--- config.mk ---
export PLATFORM = sky130hd
export DESIGN_NAME = modrst_irq_ctrl
export DESIGN_NICKNAME = d
export VERILOG_FILES = /design/src/rtl/modrst_pkg.sv /design/src/rtl/modrst_pin_qual.sv /design/src/rtl/modrst_init_seq.sv /design/src/rtl/modrst_flag_cell.sv /design/src/rtl/modrst_irq_ctrl.sv
export SDC_FILE = /design/constraint.sdc
export NUM_CORES = 1
export LEC_CHECK = 0
export BUFFER_PORTS_ARGS = -buffer_cell sky130_fd_sc_hd__buf_4
export CORE_ASPECT_RATIO = 0.6
export CORE_MARGIN = 8
export CORE_UTILIZATION = 40
export DETAILED_ROUTE_END_ITERATION = 6
export HOLD_SLACK_MARGIN = 0.12
export PLACE_DENSITY = 0.56
export REMOVE_ABC_BUFFERS = 1
export SLEW_MARGIN = 20
export SYNTH_ARGS = -nofsm -noshare
export SYNTH_HDL_FRONTEND = slang
export SYNTH_SLANG_ARGS = --single-unit
--- constraint.sdc ---
create_clock -name clk -period 2.6 [get_ports clk]
set_input_delay 0.26 -clock clk [delete_from_list [all_inputs] [get_ports clk]]
set_output_delay 0.26 -clock clk [all_outputs]
set_load 0.005 [all_outputs]
--- src/rtl/modrst_pkg.sv ---
package modrst_pkg;

    typedef enum logic [1:0] {
        SEQ_WAIT_PWR = 2'd0,
        SEQ_PIN_RST  = 2'd1,
        SEQ_INIT     = 2'd2,
        SEQ_RUN      = 2'd3
    } seq_state_e;

    typedef struct packed {
        logic soft_rst;
        logic not_ready;
        logic done;
    } seq_out_t;

    function automatic int cnt_bits(input int limit);
        int w;
        w = $clog2(limit + 1);
        return (w < 1) ? 1 : w;
    endfunction

endpackage

--- src/rtl/modrst_pin_qual.sv ---
module modrst_pin_qual
    import modrst_pkg::*;
#(
    parameter int MIN_LOW_CYC = 200
) (
    input  logic clk,
    input  logic rst,
    input  logic pin_n,
    output logic held
);
    localparam int CW = cnt_bits(MIN_LOW_CYC);
    localparam logic [CW-1:0] LIMIT = CW'(MIN_LOW_CYC);

    logic         sync_a;
    logic         sync_b;
    logic [CW-1:0] low_cnt;

    always_ff @(posedge clk) begin
        if (rst) begin
            sync_a  <= 1'b1;
            sync_b  <= 1'b1;
            low_cnt <= '0;
        end else begin
            sync_a <= pin_n;
            sync_b <= sync_a;
            if (sync_b) begin
                low_cnt <= '0;
            end else if (low_cnt != LIMIT) begin
                low_cnt <= low_cnt + 1'b1;
            end
        end
    end

    assign held = (low_cnt == LIMIT);
endmodule

--- src/rtl/modrst_init_seq.sv ---
module modrst_init_seq
    import modrst_pkg::*;
#(
    parameter int INIT_CYC = 200_000_000
) (
    input  logic     clk,
    input  logic     rst,
    input  logic     power_good,
    input  logic     pin_held,
    output seq_out_t seq_o
);
    localparam int CW = cnt_bits(INIT_CYC);
    localparam logic [CW-1:0] LAST = CW'(INIT_CYC - 1);

    seq_state_e    state;
    seq_state_e    state_nx;
    logic [CW-1:0] icnt;
    logic          window_end;

    assign window_end = (state == SEQ_INIT) && (icnt == LAST);

    always_comb begin
        state_nx = state;
        if (!power_good) begin
            state_nx = SEQ_WAIT_PWR;
        end else if (pin_held) begin
            state_nx = SEQ_PIN_RST;
        end else begin
            case (state)
                SEQ_WAIT_PWR: state_nx = SEQ_INIT;
                SEQ_PIN_RST:  state_nx = SEQ_INIT;
                SEQ_INIT:     state_nx = window_end ? SEQ_RUN : SEQ_INIT;
                default:      state_nx = SEQ_RUN;
            endcase
        end
    end

    always_ff @(posedge clk) begin
        if (rst) begin
            state <= SEQ_WAIT_PWR;
            icnt  <= '0;
        end else begin
            state <= state_nx;
            if (state_nx == SEQ_INIT && state == SEQ_INIT) begin
                icnt <= icnt + 1'b1;
            end else begin
                icnt <= '0;
            end
        end
    end

    always_comb begin
        seq_o.soft_rst  = (state == SEQ_WAIT_PWR) || (state == SEQ_PIN_RST);
        seq_o.not_ready = (state != SEQ_RUN);
        seq_o.done      = window_end && (state_nx == SEQ_RUN);
    end
endmodule

--- src/rtl/modrst_flag_cell.sv ---
module modrst_flag_cell #(
    parameter int LAT_CYC = 3
) (
    input  logic clk,
    input  logic rst,
    input  logic soft_rst,
    input  logic evt,
    input  logic clr,
    output logic flag
);
    localparam int DEPTH = (LAT_CYC < 1) ? 1 : LAT_CYC;

    logic [DEPTH-1:0] dline;

    generate
        if (DEPTH == 1) begin : g_single
            always_ff @(posedge clk) begin
                if (rst || soft_rst) dline <= '0;
                else                 dline <= evt;
            end
        end else begin : g_chain
            always_ff @(posedge clk) begin
                if (rst || soft_rst) dline <= '0;
                else                 dline <= {dline[DEPTH-2:0], evt};
            end
        end
    endgenerate

    always_ff @(posedge clk) begin
        if (rst || soft_rst) begin
            flag <= 1'b0;
        end else if (clr) begin
            flag <= 1'b0;
        end else if (dline[DEPTH-1]) begin
            flag <= 1'b1;
        end
    end
endmodule

--- src/rtl/modrst_irq_ctrl.sv ---
module modrst_irq_ctrl
    import modrst_pkg::*;
#(
    parameter int N_CH        = 4,
    parameter int MIN_LOW_CYC = 200,
    parameter int INIT_CYC    = 200_000_000,
    parameter int LOS_LAT_CYC = 3,
    parameter int TXF_LAT_CYC = 2
) (
    input  logic            clk,
    input  logic            rst,
    input  logic            pin_reset_n,
    input  logic            power_good,
    input  logic [N_CH-1:0] los_evt,
    input  logic [N_CH-1:0] txf_evt,
    input  logic [N_CH-1:0] los_mask,
    input  logic [N_CH-1:0] txf_mask,
    input  logic [N_CH-1:0] clr_los,
    input  logic [N_CH-1:0] clr_txf,
    input  logic            clr_ready,
    output logic [N_CH-1:0] los_flag,
    output logic [N_CH-1:0] txf_flag,
    output logic            ready_flag,
    output logic            data_not_ready,
    output logic            int_n,
    output logic            soft_rst
);
    logic     pin_held;
    seq_out_t seq;
    logic     irq_any;

    modrst_pin_qual #(.MIN_LOW_CYC(MIN_LOW_CYC)) u_qual (
        .clk   (clk),
        .rst   (rst),
        .pin_n (pin_reset_n),
        .held  (pin_held)
    );

    modrst_init_seq #(.INIT_CYC(INIT_CYC)) u_seq (
        .clk        (clk),
        .rst        (rst),
        .power_good (power_good),
        .pin_held   (pin_held),
        .seq_o      (seq)
    );

    assign soft_rst       = seq.soft_rst;
    assign data_not_ready = seq.not_ready;

    generate
        for (genvar ch = 0; ch < N_CH; ch++) begin : g_ch
            modrst_flag_cell #(.LAT_CYC(LOS_LAT_CYC)) u_los (
                .clk      (clk),
                .rst      (rst),
                .soft_rst (seq.soft_rst),
                .evt      (los_evt[ch]),
                .clr      (clr_los[ch]),
                .flag     (los_flag[ch])
            );
            modrst_flag_cell #(.LAT_CYC(TXF_LAT_CYC)) u_txf (
                .clk      (clk),
                .rst      (rst),
                .soft_rst (seq.soft_rst),
                .evt      (txf_evt[ch]),
                .clr      (clr_txf[ch]),
                .flag     (txf_flag[ch])
            );
        end
    endgenerate

    always_ff @(posedge clk) begin
        if (rst || seq.soft_rst) begin
            ready_flag <= 1'b0;
        end else if (seq.done) begin
            ready_flag <= 1'b1;
        end else if (clr_ready) begin
            ready_flag <= 1'b0;
        end
    end

    assign irq_any = (|(los_flag & ~los_mask)) | (|(txf_flag & ~txf_mask)) | ready_flag;

    always_ff @(posedge clk) begin
        if (rst) int_n <= 1'b1;
        else     int_n <= ~irq_any;
    end
endmodule

-- Word-level counts from Yosys, hierarchy flattened
Cells that the tools add are included.
Widths: inputs -> output; s select.
- add/sub/neg operators: 2
- $mul: 0
- div/mod/pow operators: 0
- order comparisons: 0
- equal/unequal tests: 8
- shift-type cells: 0
- muxes and demuxes: 6
- bitwise gates (word level): 8
- reduce and logical (&&, ||, !) cells: 20
- operators by type and width (kind ; count):
    $add 28x1->28 const B ; 1
    $eq 28x28->1 const B ; 1
    $reduce_or 2->1 ; 11
    $add 8x1->8 const B ; 1
    $and 4x4->4 ; 2
    $eq 8x8->1 const B ; 1
    $ne 8x8->1 const B ; 1
    $not 4->4 ; 2
    $reduce_or 4->1 ; 2
    $eq 2x2->1 const B ; 3
    $mux 2 ; 2
    $pmux 2 s2 ; 1
    $logic_and 1x1->1 ; 3
    $mux 1 ; 3
    $eq 2x1->1 const B ; 1
    $logic_not 2->1 ; 1
    $logic_or 1x1->1 ; 2
    $ne 2x2->1 const B ; 1
    $not 1->1 ; 2
    $or 1x1->1 ; 2
    $reduce_bool 2->1 ; 1
- register bits: 70
- latch bits: 0
- memory bits (writable): 0
- memory bits (read-only): 0
- input port bits: 29
- output and inout bits: 12
- logic and storage cells: 67
- memories: 0

-- Depth between registers and ports, before layout
Gate-level depths: netlist of run 1.
- word-level depth: 10
- depth in mapped cells: 8
- depth with buffers taken out: 6

-- Hierarchy
From an unflattened synthesis of run 1, not the netlist that was laid out.
- cell total of the unflattened synthesis: 316
- area, all modules: 3005.4 µm²
- by module, submodules not included (module ; times used ; cells an instance ; area an instance (µm²) ; sequential area each (µm²)):
    modrst_init_seq ; 1 ; 182 ; 1589.0 ; 600.6
    modrst_flag_cell at g_ch[0].u_los ... ; 4 ; 10 ; 118.9 ; 80.1
    modrst_pin_qual ; 1 ; 48 ; 451.7 ; 200.2
    modrst_flag_cell at g_ch[0].u_txf ... ; 4 ; 7 ; 91.3 ; 60.1
    modrst_irq_ctrl ; 1 ; 18 ; 123.9 ; 40.0

-- Worst setup path before layout of run 1
No wires, ideal clock.
- path type: reg2reg
- from: register u_seq.icnt[0]
- to: register u_seq.icnt[16]
- setup time: 134 ps
- arrival: 1782 ps
- required time: 2466 ps
- path slack: 684 ps
- stages on the path, launching flop included: 8
- buffers on the path: 2
- period minus slack after synthesis: 1916 ps
- cells stage by stage: dfxtp_1 -> ha_1 -> and3_1 -> clkbuf_1 -> nand4_1 -> nor3_1 -> clkbuf_1 -> a211oi_1
- longest elaborated chain between the ends: 10
- elaborated cells on any way between the ends: 11
- classes of those cells: add/sub: 1; eq/ne: 2; mux: 4; bitwise: 1; reduce/logical: 3
- ends and longest elaborated chain (item ; RTL line ; text):
    start, declared ; modrst_init_seq.sv:17 ; logic [CW-1:0] icnt;
    start signal, assigned ; modrst_init_seq.sv:45 ; icnt <= icnt + 1'b1;
    $eq 28x28->1 ; modrst_init_seq.sv:20 ; assign window_end = (state == SEQ_INIT) && (icnt == LAST);
    $logic_and 1x1->1 ; modrst_init_seq.sv:20 ;
    $mux 1 ; modrst_init_seq.sv:32 ; SEQ_INIT: state_nx = window_end ? SEQ_RUN : SEQ_INIT;
    $pmux 2 s2 ; modrst_init_seq.sv:29 ; case (state)
    $mux 2 ; modrst_init_seq.sv:26 ; end else if (pin_held) begin
    $mux 2 ; modrst_init_seq.sv:24 ; if (!power_good) begin
    $eq 2x2->1 ; modrst_init_seq.sv:44 ; if (state_nx == SEQ_INIT && state == SEQ_INIT) begin
    $logic_and 1x1->1 ; modrst_init_seq.sv:44 ;
    $not 1->1 (no source line) ; n/a ;
    $reduce_or 2->1 (no source line) ; n/a ;
Several ways; a longest one is shown, not always the timed one.
A chain may end at the register's enable or synchronous reset.

-- Worst setup path in the final report of run 1
- from: register u_qual.low_cnt[0]
- to: register u_seq.icnt[7]
- longest elaborated chain between the ends: 7
- ends and longest elaborated chain (item ; RTL line ; text):
    start, declared ; modrst_pin_qual.sv:16 ; logic [CW-1:0] low_cnt;
    start signal, assigned ; modrst_pin_qual.sv:29 ; low_cnt <= low_cnt + 1'b1;
    $eq 8x8->1 ; modrst_pin_qual.sv:34 ; assign held = (low_cnt == LIMIT);
    $mux 2 ; modrst_init_seq.sv:26 ;
    $mux 2 ; modrst_init_seq.sv:24 ;
    $eq 2x2->1 ; modrst_init_seq.sv:44 ;
    $logic_and 1x1->1 ; modrst_init_seq.sv:44 ;
    $not 1->1 (no source line) ; n/a ;
    $reduce_or 2->1 (no source line) ; n/a ;
Every way passes these cells.

==> results.json, run 1 <==
{
  "p_sw_uw": 469,
  "period_needed_ns": 2.06,
  "fillers": 649,
  "core_um2": 7120,
  "synth-async-reset-ratio_pct": 0,
  "portBuffers": 40,
  "r2r_cells": 7,
  "tightest_slew_ns": 0.782,
  "postCtsSetupRepairBufs": 0,
  "gp_congestion": 0.835,
  "ys.flop_type": "dfxtp_1",
  "clkSlewWorstSetupHoldPaths_ns": 0.05,
  "status": "finished, final reports clean",
  "synth_edf_count": 0,
  "power.density_nw_per_um2": 688,
  "fmax_ghz": 0.486,
  "drc": 0,
  "yosysWarnings": 0,
  "place_inst": 420,
  "maxSlewViolCount": 0,
  "final_nets": 381,
  "diodes": 0,
  "die-area_um2": 10200,
  "worstSetupEndpointType": "register",
  "worstPathMaxFanout": 28,
  "grt_max_degree": 29,
  "hold_violations": 0,
  "holdCritStartpoint": "rst",
  "die_w_um": 125,
  "pwr-share-seq_pct": 43.6,
  "layout_common_cells": "70 x dfxtp_1, 45 x buf_4, 25 x and3_1",
  "start_util_pct": 40.3,
  "worst_hold_path.num_cells": 2,
  "finalSetupTns_ns": 0,
  "route.antenna.remaining_nets": 0,
  "power_mw": 2.49,
  "dp_slack_ns": 0.566,
  "p_comb_share_pct": 3.0,
  "drive_gt1_share_pct": 21.5,
  "detail_route.wl_per_cell_um": 14.0,
  "hold_path_class": "in -> reg",
  "track_usage_pct": 13.0,
  "setup_viol": 0,
  "timing.rr.start": "u_qual.low_cnt[0]$_SDFFE_PP0P_",
  "fin_ws_ns": 0.542,
  "antenna_found_initial": 0,
  "ir_drop_uv": 437,
  "start_kind": "register",
  "area_growth_pct": 26.0,
  "slew_headroom_pct": 47.4,
  "grt_pass1_wl_um": 10600,
  "cts_tree": "built",
  "cts_buffers": 9,
  "seq_area_frac_synth_pct": 48.8,
  "cts_sinks": 70,
  "drt_wl_total_um": 6230,
  "grt_pass1_vias": 2116,
  "dp_hpwl_um": 4410,
  "rsz0062_at_grt": "no",
  "postSynthCellCount": 305,
  "synth_area_um2": 2870,
  "fin_crit_sh_pct": 79.1,
  "cts_root_buf": "clkbuf_16",
  "maxCapViolCount": 0,
  "layout_commonest_cell": "dfxtp_1",
  "initialDrtViolationCount": 99,
  "path_class": "reg -> reg",
  "core.rowCount": 24,
  "final-instance-count-excl-fill": 445,
  "ios": 41,
  "grt.overflow.total": 0,
  "r2r_slack_ns": 0.54,
  "r2r_end": "u_seq.icnt[7]$_SDFF_PP0_",
  "fin_worst_skew_ns": 0.00527,
  "yosys.cell_types.count": 42,
  "vias": 2310,
  "die_y_um": 81.6,
  "avgSynthCellArea_um2": 9.41,
  "cp.required_ns": 2.80,
  "internal-power_mw": 2.02,
  "dr.pass1.iters": 4,
  "whs_endpoint": "u_seq.state[1]$_SDFF_PP0_",
  "routed_via_density": 5.19,
  "ys_seq_elements": 70,
  "clk_latency_ns": 0.33,
  "cts-htree-levels": 3,
  "cellLeakagePower_nw": 1.36,
  "pwr-share-clk_pct": 53.4,
  "worstPathArrival_ns": 2.26,
  "switching_share_pct": 18.9,
  "cts_max_path_buffers": 2
}
layout make-up:
cell class | instances | area, um2 | share of cell area [%]
sequential | 70 | 1400 | 38.8
multi-input combinational | 199 | 1280 | 35.5
tap | 91 | 114 | 3.15
inverter | 15 | 56.3 | 1.56
clock inverter | 5 | 81.3 | 2.25
clock buffer | 11 | 253 | 6.99
timing repair buffer | 54 | 428 | 11.8
how the worst max path moves through the flow:
stage | endpoint | slack [ns] | startpoint
6_report | u_seq.icnt[7]$_SDFF_PP0_ | 0.54 | u_qual.low_cnt[0]$_SDFFE_PP0P_
5_1_grt | u_seq.icnt[18]$_SDFF_PP0_ | 0.38 | u_seq.icnt[0]$_SDFF_PP0_
3_5_place_dp | u_seq.icnt[7]$_SDFF_PP0_ | 0.57 | u_qual.low_cnt[0]$_SDFFE_PP0P_
2_1_floorplan | u_seq.icnt[1]$_SDFF_PP0_ | 0.05 | u_seq.icnt[0]$_SDFF_PP0_
3_3_place_gp | u_seq.icnt[3]$_SDFF_PP0_ | 0.56 | u_qual.low_cnt[0]$_SDFFE_PP0P_
4_1_cts | u_seq.icnt[7]$_SDFF_PP0_ | 0.55 | u_qual.low_cnt[0]$_SDFFE_PP0P_
logic make-up (layout without fill, tap and decap cells):
kind of cell / Yosys count / in the layout / share of synthesized area, %
AO/OA/AOI/OAI: 34 / 34 / 8.54
AND/OR/NAND/NOR: 141 / 141 / 28.2
multiplexers: 1 / 1 / 0.349
flip-flops: 70 / 70 / 48.8
adder cells (fa/ha/maj): 3 / 3 / 1.31
buffers and inverters: 36 / 85 / 6.67
XOR/XNOR: 20 / 20 / 6.10
cell usage after synthesis (3+ instances only):
master / n / area (um2)
nand3_1: 13 / 65.1
and3_1: 25 / 156
clkbuf_1: 9 / 33.8
nor2_1: 24 / 90.1
nand2_1: 11 / 41.3
o21ai_0: 7 / 35.0
and4_1: 4 / 35.0
ha_1: 3 / 37.5
o31ai_1: 6 / 45.0
or3_1: 6 / 37.5
xnor2_1: 9 / 78.8
inv_1: 15 / 56.3
nor3_1: 18 / 90.1
xor2_1: 11 / 96.3
a211oi_1: 12 / 90.1
buf_6: 3 / 33.8
dfxtp_1: 70 / 1400
or2_2: 5 / 31.3
or4_1: 5 / 37.5
buf_4: 9 / 67.6
nand4_1: 13 / 81.3
repair_timing:
item                      4_1_cts  5_1_grt
hold endpoints to repair        9        0
resized for setup               0        0
hold buffers                    9        0
power groups by stage:
stage / registers [mW] / clock network, mW / logic (mW)
after floorplan: 1.11 / 0 / 0.0168
after global placement: 1.11 / 0 / 0.0641
after detailed placement: 1.11 / 0 / 0.0650
after CTS: 1.08 / 1.36 / 0.0763
after global routing: 1.08 / 1.41 / 0.0821
final: 1.08 / 1.33 / 0.0750
stage by stage:
stage	util, %	cell area, um2	hold slack (ns)
floorplan	-	2740	0.332
global placement	44.8	3190	0.395
detailed placement	44.8	3190	0.400
CTS	50.8	3620	0.124
global route	50.8	3620	0.132
finish	50.8	3620	0.139
per-layer routing:
metal / wire, um / track usage, % / vias to the layer above
met1: 3410 / 17.9 / 1077
met2: 2470 / 17.9 / 36
met3: 282 / 4.93 / 8
li1: - / - / 1189
met4: 65 / 5.07 / 0
met5: 0 / 0 / -
registers in the layout, summed over array words and instances (netlist names):
signal	cells
g_ch.u_txf.dline	8
g_ch.u_los.flag	4
u_seq.state	2
u_qual.sync_b	1
ready_flag	1
g_ch.u_los.dline	12
g_ch.u_txf.flag	4
u_qual.low_cnt	8
int_n	1
u_qual.sync_a	1
u_seq.icnt	28
worst max-delay path, cell delays in order, from the launching register on:
cell	delay (ns)
dfxtp_1	0.32
inv_1	0.09
ha_1	0.16
nand4b_1	0.13
o41ai_1	0.63
or3_1	0.20
buf_4	0.31
nor3_1	0.10
Note: power is estimated with default switching activity, not from simulation.
==> run 2: changes to the inputs <==
==> constraint.sdc (replaced) <==
create_clock -name clk -period 2 [get_ports clk]
set_input_delay 0.2 -clock clk [delete_from_list [all_inputs] [get_ports clk]]
set_output_delay 0.2 -clock clk [all_outputs]
set_load 0.005 [all_outputs]
==> run 2 against run 1 <==
- fmax grew 7.1%
- clock power is 20% higher
- register-to-register slack got worse by 0.46 ns
- count of clock-buffer cells in the layout did not move
- critical endpoint is now u_seq.icnt[25]$_SDFF_PP0_
==> results.json, run 2 (synthesized netlist as in run 1, its figures left out) <==
{
  "largest_register": "u_seq.icnt",
  "grt_pass1_vias": 2258,
  "vias": 2345,
  "final-instance-count-excl-fill": 468,
  "crit_cells": 4,
  "die_w_um": 125,
  "diodes": 0,
  "worst_hold_path.num_cells": 2,
  "gp_congestion": 0.839,
  "period_needed_ns": 1.92,
  "cts_tree": "built",
  "place_inst": 431,
  "core.rowCount": 24,
  "antenna_found_initial": 0,
  "path_class": "reg -> reg",
  "cellLeakagePower_nw": 1.47,
  "top_layer_used": "met4",
  "pwr-share-seq_pct": 45.2,
  "hold_violations": 0,
  "status": "finished, final reports clean",
  "cts_buffers": 9,
  "core_um2": 7120,
  "wl_met1_um": 3440,
  "die_y_um": 81.6,
  "worstPathArrival_ns": 2.17,
  "tightest_slew_ns": 0.517,
  "fin_worst_skew_ns": 0.00420,
  "cts_sinks": 70,
  "drc": 0,
  "clkSlewWorstSetupHoldPaths_ns": 0.05,
  "area_growth_pct": 33.0,
  "worstPathMaxFanout": 6,
  "switching_share_pct": 19.5,
  "cts_max_path_buffers": 2,
  "internal-power_mw": 2.51,
  "layout_common_cells": "70 x dfxtp_1, 56 x buf_4, 24 x and3_1, 24 x nor2_1, 20 x dlygate4sd3_1",
  "initialDrtViolationCount": 64,
  "timing.rr.start": "u_seq.icnt[15]$_SDFF_PP0_",
  "clk_latency_ns": 0.33,
  "dr.pass1.iters": 4,
  "wl_met2_um": 2600,
  "slew_headroom_pct": 65.0,
  "critPathSlowestCell": "or4_4",
  "start_kind": "register",
  "start_util_pct": 40.3,
  "dr_wl_met3_um": 246,
  "p_comb_share_pct": 3.8,
  "largest_reg_flops": 28,
  "grt_pass1_wl_um": 10900,
  "setup_viol": 0,
  "grt_max_degree": 29,
  "fin_crit_sh_pct": 96.1,
  "dp_hpwl_um": 4570,
  "cts-htree-levels": 3,
  "reg_top3": "u_seq.icnt: 28 flops, g_ch.u_los.dline: 12 flops",
  "p_sw_uw": 609,
  "route.antenna.remaining_nets": 0,
  "die-area_um2": 10200,
  "routed_via_density": 5.01,
  "hold_path_class": "in -> reg",
  "holdCritStartpoint": "power_good",
  "portBuffers": 40,
  "path_delay_family": "simple AND/OR/NAND/NOR gates",
  "power.density_nw_per_um2": 818,
  "cp_slowest_stage_delay_ns": 0.58,
  "r2r_cells": 4,
  "path_common_cell": "or4_4",
  "cp.required_ns": 2.25,
  "pwr-share-clk_pct": 51.1,
  "maxCapViolCount": 0,
  "final_nets": 404,
  "ios": 41,
  "drt_wl_total_um": 6420,
  "track_usage_pct": 13.4,
  "crit_path_start": "u_seq.icnt[15]$_SDFF_PP0_",
  "worstSetupEndpointType": "register",
  "utilization_pct": 53.6,
  "ir_drop_uv": 497,
  "fmax_ghz": 0.521,
  "grt.overflow.total": 0,
  "detail_route.wl_per_cell_um": 13.7,
  "layout_commonest_cell": "dfxtp_1",
  "rsz0062_at_grt": "no",
  "path_buf_inv": 0,
  "drive_gt1_share_pct": 24.1,
  "cts_root_buf": "clkbuf_16",
  "crit_chain": "nand4_2 -> or4_4 -> or4_4 -> a211oi_2",
  "maxSlewViolCount": 0
}
-- run 2: per-layer routing --
layer  vias to the layer above  track usage, %
li1                       1226               -
met1                      1085            17.2
met2                        24            19.8
met3                        10            5.06
met4                         0            6.39
met5                         -               0
-- run 2: final cells by class --
cell class                      instances  area [um2]
Inverter                               15        56.3
Timing Repair Buffer                   77         641
Fill cell                             605        3300
Clock inverter                          5        57.6
Clock buffer                           11         253
Sequential cell                        70        1400
Multi-Input combinational cell        199        1290
Tap cell                               91         114
-- run 2: path summary, 6_finish.rpt --
check	slack [ns]	to
worst max-delay path	0.08	u_seq.icnt[25]$_SDFF_PP0_
worst min register to register	0.41	u_qual.sync_b$_SDFF_PP1_
worst max register to register	0.08	u_seq.icnt[25]$_SDFF_PP0_
worst min-delay path	0.14	u_seq.state[0]$_SDFF_PP0_
-- run 2: what timing repair did --
| action | in CTS | in global routing |
|---|---|---|
| setup buffers | 0 | 1 |
| endpoints found under the hold margin | 21 | 0 |
| endpoints found under the setup margin | 0 | 7 |
| resized for setup | 0 | 3 |
| hold buffers | 20 | 0 |
-- run 2: power groups by stage --
| stage | Combinational (mW) | Sequential (mW) | Clock, mW |
|---|---|---|---|
| final | 0.118 | 1.41 | 1.59 |
| after global routing | 0.127 | 1.41 | 1.70 |
| after CTS | 0.117 | 1.41 | 1.65 |
| after detailed placement | 0.0856 | 1.44 | 0 |
| after global placement | 0.0845 | 1.44 | 0 |
| after floorplan | 0.0218 | 1.44 | 0 |
-- run 2: per-stage QoR --
step | total power [mW] | TNS, ns | cell area, um2 | hold WS [ns] | setup slack (ns)
2_1_floorplan | 1.46 | -11.66 | 2740 | 0.272 | -0.547
4_1_cts | 3.17 | 0 | 3800 | 0.123 | 0.0692
6_report | 3.12 | 0 | 3820 | 0.137 | 0.0790
3_5_place_dp | 1.53 | 0 | 3290 | 0.366 | 0.0752
3_3_place_gp | 1.52 | 0 | 3290 | 0.364 | 0.118
5_1_grt | 3.24 | 0 | 3820 | 0.130 | 0.00400
==> run 3: changes to the inputs <==
--- a/config.mk
+++ b/config.mk
@@ -11,7 +11,7 @@
 export CORE_UTILIZATION = 40
 export DETAILED_ROUTE_END_ITERATION = 6
 export HOLD_SLACK_MARGIN = 0.12
-export PLACE_DENSITY = 0.56
+export PLACE_DENSITY = 0.58
 export REMOVE_ABC_BUFFERS = 1
 export SLEW_MARGIN = 20
 export SYNTH_ARGS = -nofsm -noshare
==> constraint.sdc (replaced) <==
create_clock -name clk -period 1.59 [get_ports clk]
set_input_delay 0.159 -clock clk [delete_from_list [all_inputs] [get_ports clk]]
set_output_delay 0.159 -clock clk [all_outputs]
set_load 0.005 [all_outputs]
==> run 3 against run 2 <==
- the run now ends with setup timing left
- clock power up 16%
- register-to-register slack lost 0.25 ns
- global-route usage is 3.1 points higher
- fmax up 9.2%
- power increased by 21%
- hold slack better by 0.068 ns
- critical path depth rose by 3
==> results.json, run 3 (synthesized netlist as in run 1, its figures left out) <==
{
  "status": "complete, but fails checks",
  "violations": "setup timing",
  "area_growth_pct": 60.0,
  "grt_pass1_wl_um": 13200,
  "tightest_slew_ns": 0.482,
  "drive_gt1_share_pct": 45.5,
  "rsz0062_at_grt": "yes",
  "cellLeakagePower_nw": 1.83,
  "start_kind": "register",
  "final-instance-count-excl-fill": 526,
  "ios": 41,
  "drc": 0,
  "maxCapViolCount": 0,
  "hold_path_class": "in -> reg",
  "ir_drop_uv": 730,
  "final_nets": 463,
  "setup_viol": 31,
  "clkSlewWorstSetupHoldPaths_ns": 0.05,
  "die_w_um": 125,
  "timing.rr.start": "u_qual.low_cnt[0]$_SDFFE_PP0P_",
  "whs_endpoint": "u_qual.low_cnt[0]$_SDFFE_PP0P_",
  "antenna_found_initial": 0,
  "vias": 2707,
  "holdCritStartpoint": "rst",
  "grt.overflow.total": 0,
  "gp_congestion": 0.810,
  "cts_tree": "built",
  "core_um2": 7120,
  "largest_reg_flops": 28,
  "slew_headroom_pct": 67.9,
  "grt_max_degree": 22,
  "cts_sinks": 70,
  "worstPathMaxFanout": 7,
  "track_usage_pct": 16.6,
  "largest_register": "u_seq.icnt",
  "period_needed_ns": 1.76,
  "layout_commonest_cell": "buf_4",
  "fmax_ghz": 0.569,
  "power.density_nw_per_um2": 825,
  "die_y_um": 81.6,
  "grt_pass1_vias": 2735,
  "route.antenna.remaining_nets": 0,
  "diodes": 0,
  "hold_violations": 0,
  "power_mw": 3.79,
  "clk_latency_ns": 0.33,
  "cp.required_ns": 1.83,
  "start_util_pct": 40.3,
  "cts_max_path_buffers": 2,
  "core.rowCount": 24,
  "cts_root_buf": "clkbuf_16",
  "routed_via_density": 5.15,
  "initialDrtViolationCount": 153,
  "finalSetupTns_ns": -2.52,
  "fin_crit_sh_pct": 111,
  "maxSlewViolCount": 0,
  "dp_hpwl_um": 5040,
  "worstSetupEndpointType": "register",
  "drt_wl_total_um": 8250,
  "die-area_um2": 10200,
  "worst_hold_path.num_cells": 3,
  "r2r_slack_ns": -0.17,
  "cts-htree-levels": 3,
  "dr.pass1.iters": 4,
  "place_inst": 474,
  "fin_ws_ns": -0.169,
  "path_class": "reg -> reg",
  "worstPathArrival_ns": 2.00,
  "portBuffers": 40,
  "reg_top3": "u_seq.icnt: 28 flops, g_ch.u_los.dline: 12 flops",
  "cts_buffers": 9,
  "r2r_end": "u_seq.icnt[21]$_SDFF_PP0_",
  "layout_common_cells": "102 x buf_4, 59 x dfxtp_1, 22 x and3_1",
  "detail_route.wl_per_cell_um": 15.7,
  "dp_slack_ns": -0.267,
  "r2r_cells": 7,
  "fin_worst_skew_ns": 0.00330
}
run 3: cell count changes in the layout (fill, tap and decap cells not counted), moves of 3 or more:
cell	delta
a211oi_1	-10
a211oi_2	+9
and3_4	+3
buf_4	+46
buf_6	+9
dfxtp_1	-11
dfxtp_2	+11
nor2_1	-6
nor2_4	+4
nor3_1	-3
or4_1	-3
or4_4	+3
run 3: worst max-delay path: stages, from the launching register on:
cell and delay (ns):
dfxtp_2 0.33, inv_2 0.05, ha_4 0.14, nand4b_1 0.17, o41ai_4 0.09, or3_4 0.48, clkbuf_16 0.21, a211oi_2 0.20
run 3: power by group:
part	leakage, nW	switching [mW]	total (mW)	internal (mW)
combinational	1.12	0.0666	0.183	0.116
sequential	0.571	0.00449	1.77	1.77
clock	0.137	0.713	1.84	1.12
total	1.83	0.784	3.79	3.01
run 3: layout make-up:
class | count | area (um2)
timing repair buffer | 136 | 1180
fill | 594 | 2520
clock buffer | 11 | 253
tap | 91 | 114
sequential | 70 | 1420
multi-input combinational | 199 | 1560
inverter | 15 | 56.3
clock inverter | 4 | 22.5
run 3: per-stage QoR:
stage | hold WS (ns) | cell area (um2) | util [%]
floorplan | 0.231 | 2740 | -
finish | 0.205 | 4590 | 64.5
global placement | 0.324 | 3610 | 50.7
global route | 0.211 | 4590 | 64.5
detailed placement | 0.326 | 3610 | 50.7
CTS | 0.185 | 4430 | 62.2
run 3: what timing repair did:
action | 4_1_cts | 5_1_grt
cloned | 4 | 1
hold buffers | 21 | 0
gates resized for setup | 54 | 30
hold endpoints to repair | 22 | 0
pin swaps | 17 | 20
endpoints found under the setup margin | 31 | 31
setup buffers | 10 | 2
run 3: how the worst max path moves through the flow:
stage                                         startpoint                   endpoint  slack, ns  cells after the start
after floorplan                 u_seq.icnt[0]$_SDFF_PP0_   u_seq.icnt[1]$_SDFF_PP0_      -0.96                      5
after global placement         u_seq.icnt[14]$_SDFF_PP0_  u_seq.icnt[25]$_SDFF_PP0_      -0.24                      4
after detailed placement       u_seq.icnt[14]$_SDFF_PP0_  u_seq.icnt[25]$_SDFF_PP0_      -0.27                      4
after CTS                      u_seq.icnt[14]$_SDFF_PP0_  u_seq.icnt[25]$_SDFF_PP0_      -0.14                      4
after global routing           u_seq.icnt[14]$_SDFF_PP0_  u_seq.icnt[25]$_SDFF_PP0_      -0.21                      4
final                     u_qual.low_cnt[0]$_SDFFE_PP0P_  u_seq.icnt[21]$_SDFF_PP0_      -0.17                      7
run 3: metal layers:
layer | GRT usage (%) | vias to the layer above | share of wire (%)
met2 | 28.9 | 61 | 46
met1 | 19.6 | 1281 | 47
met3 | 4.08 | 14 | 5.2
met5 | 0 | - | 0
met4 | 6.88 | 0 | 1.7
li1 | - | 1351 | -
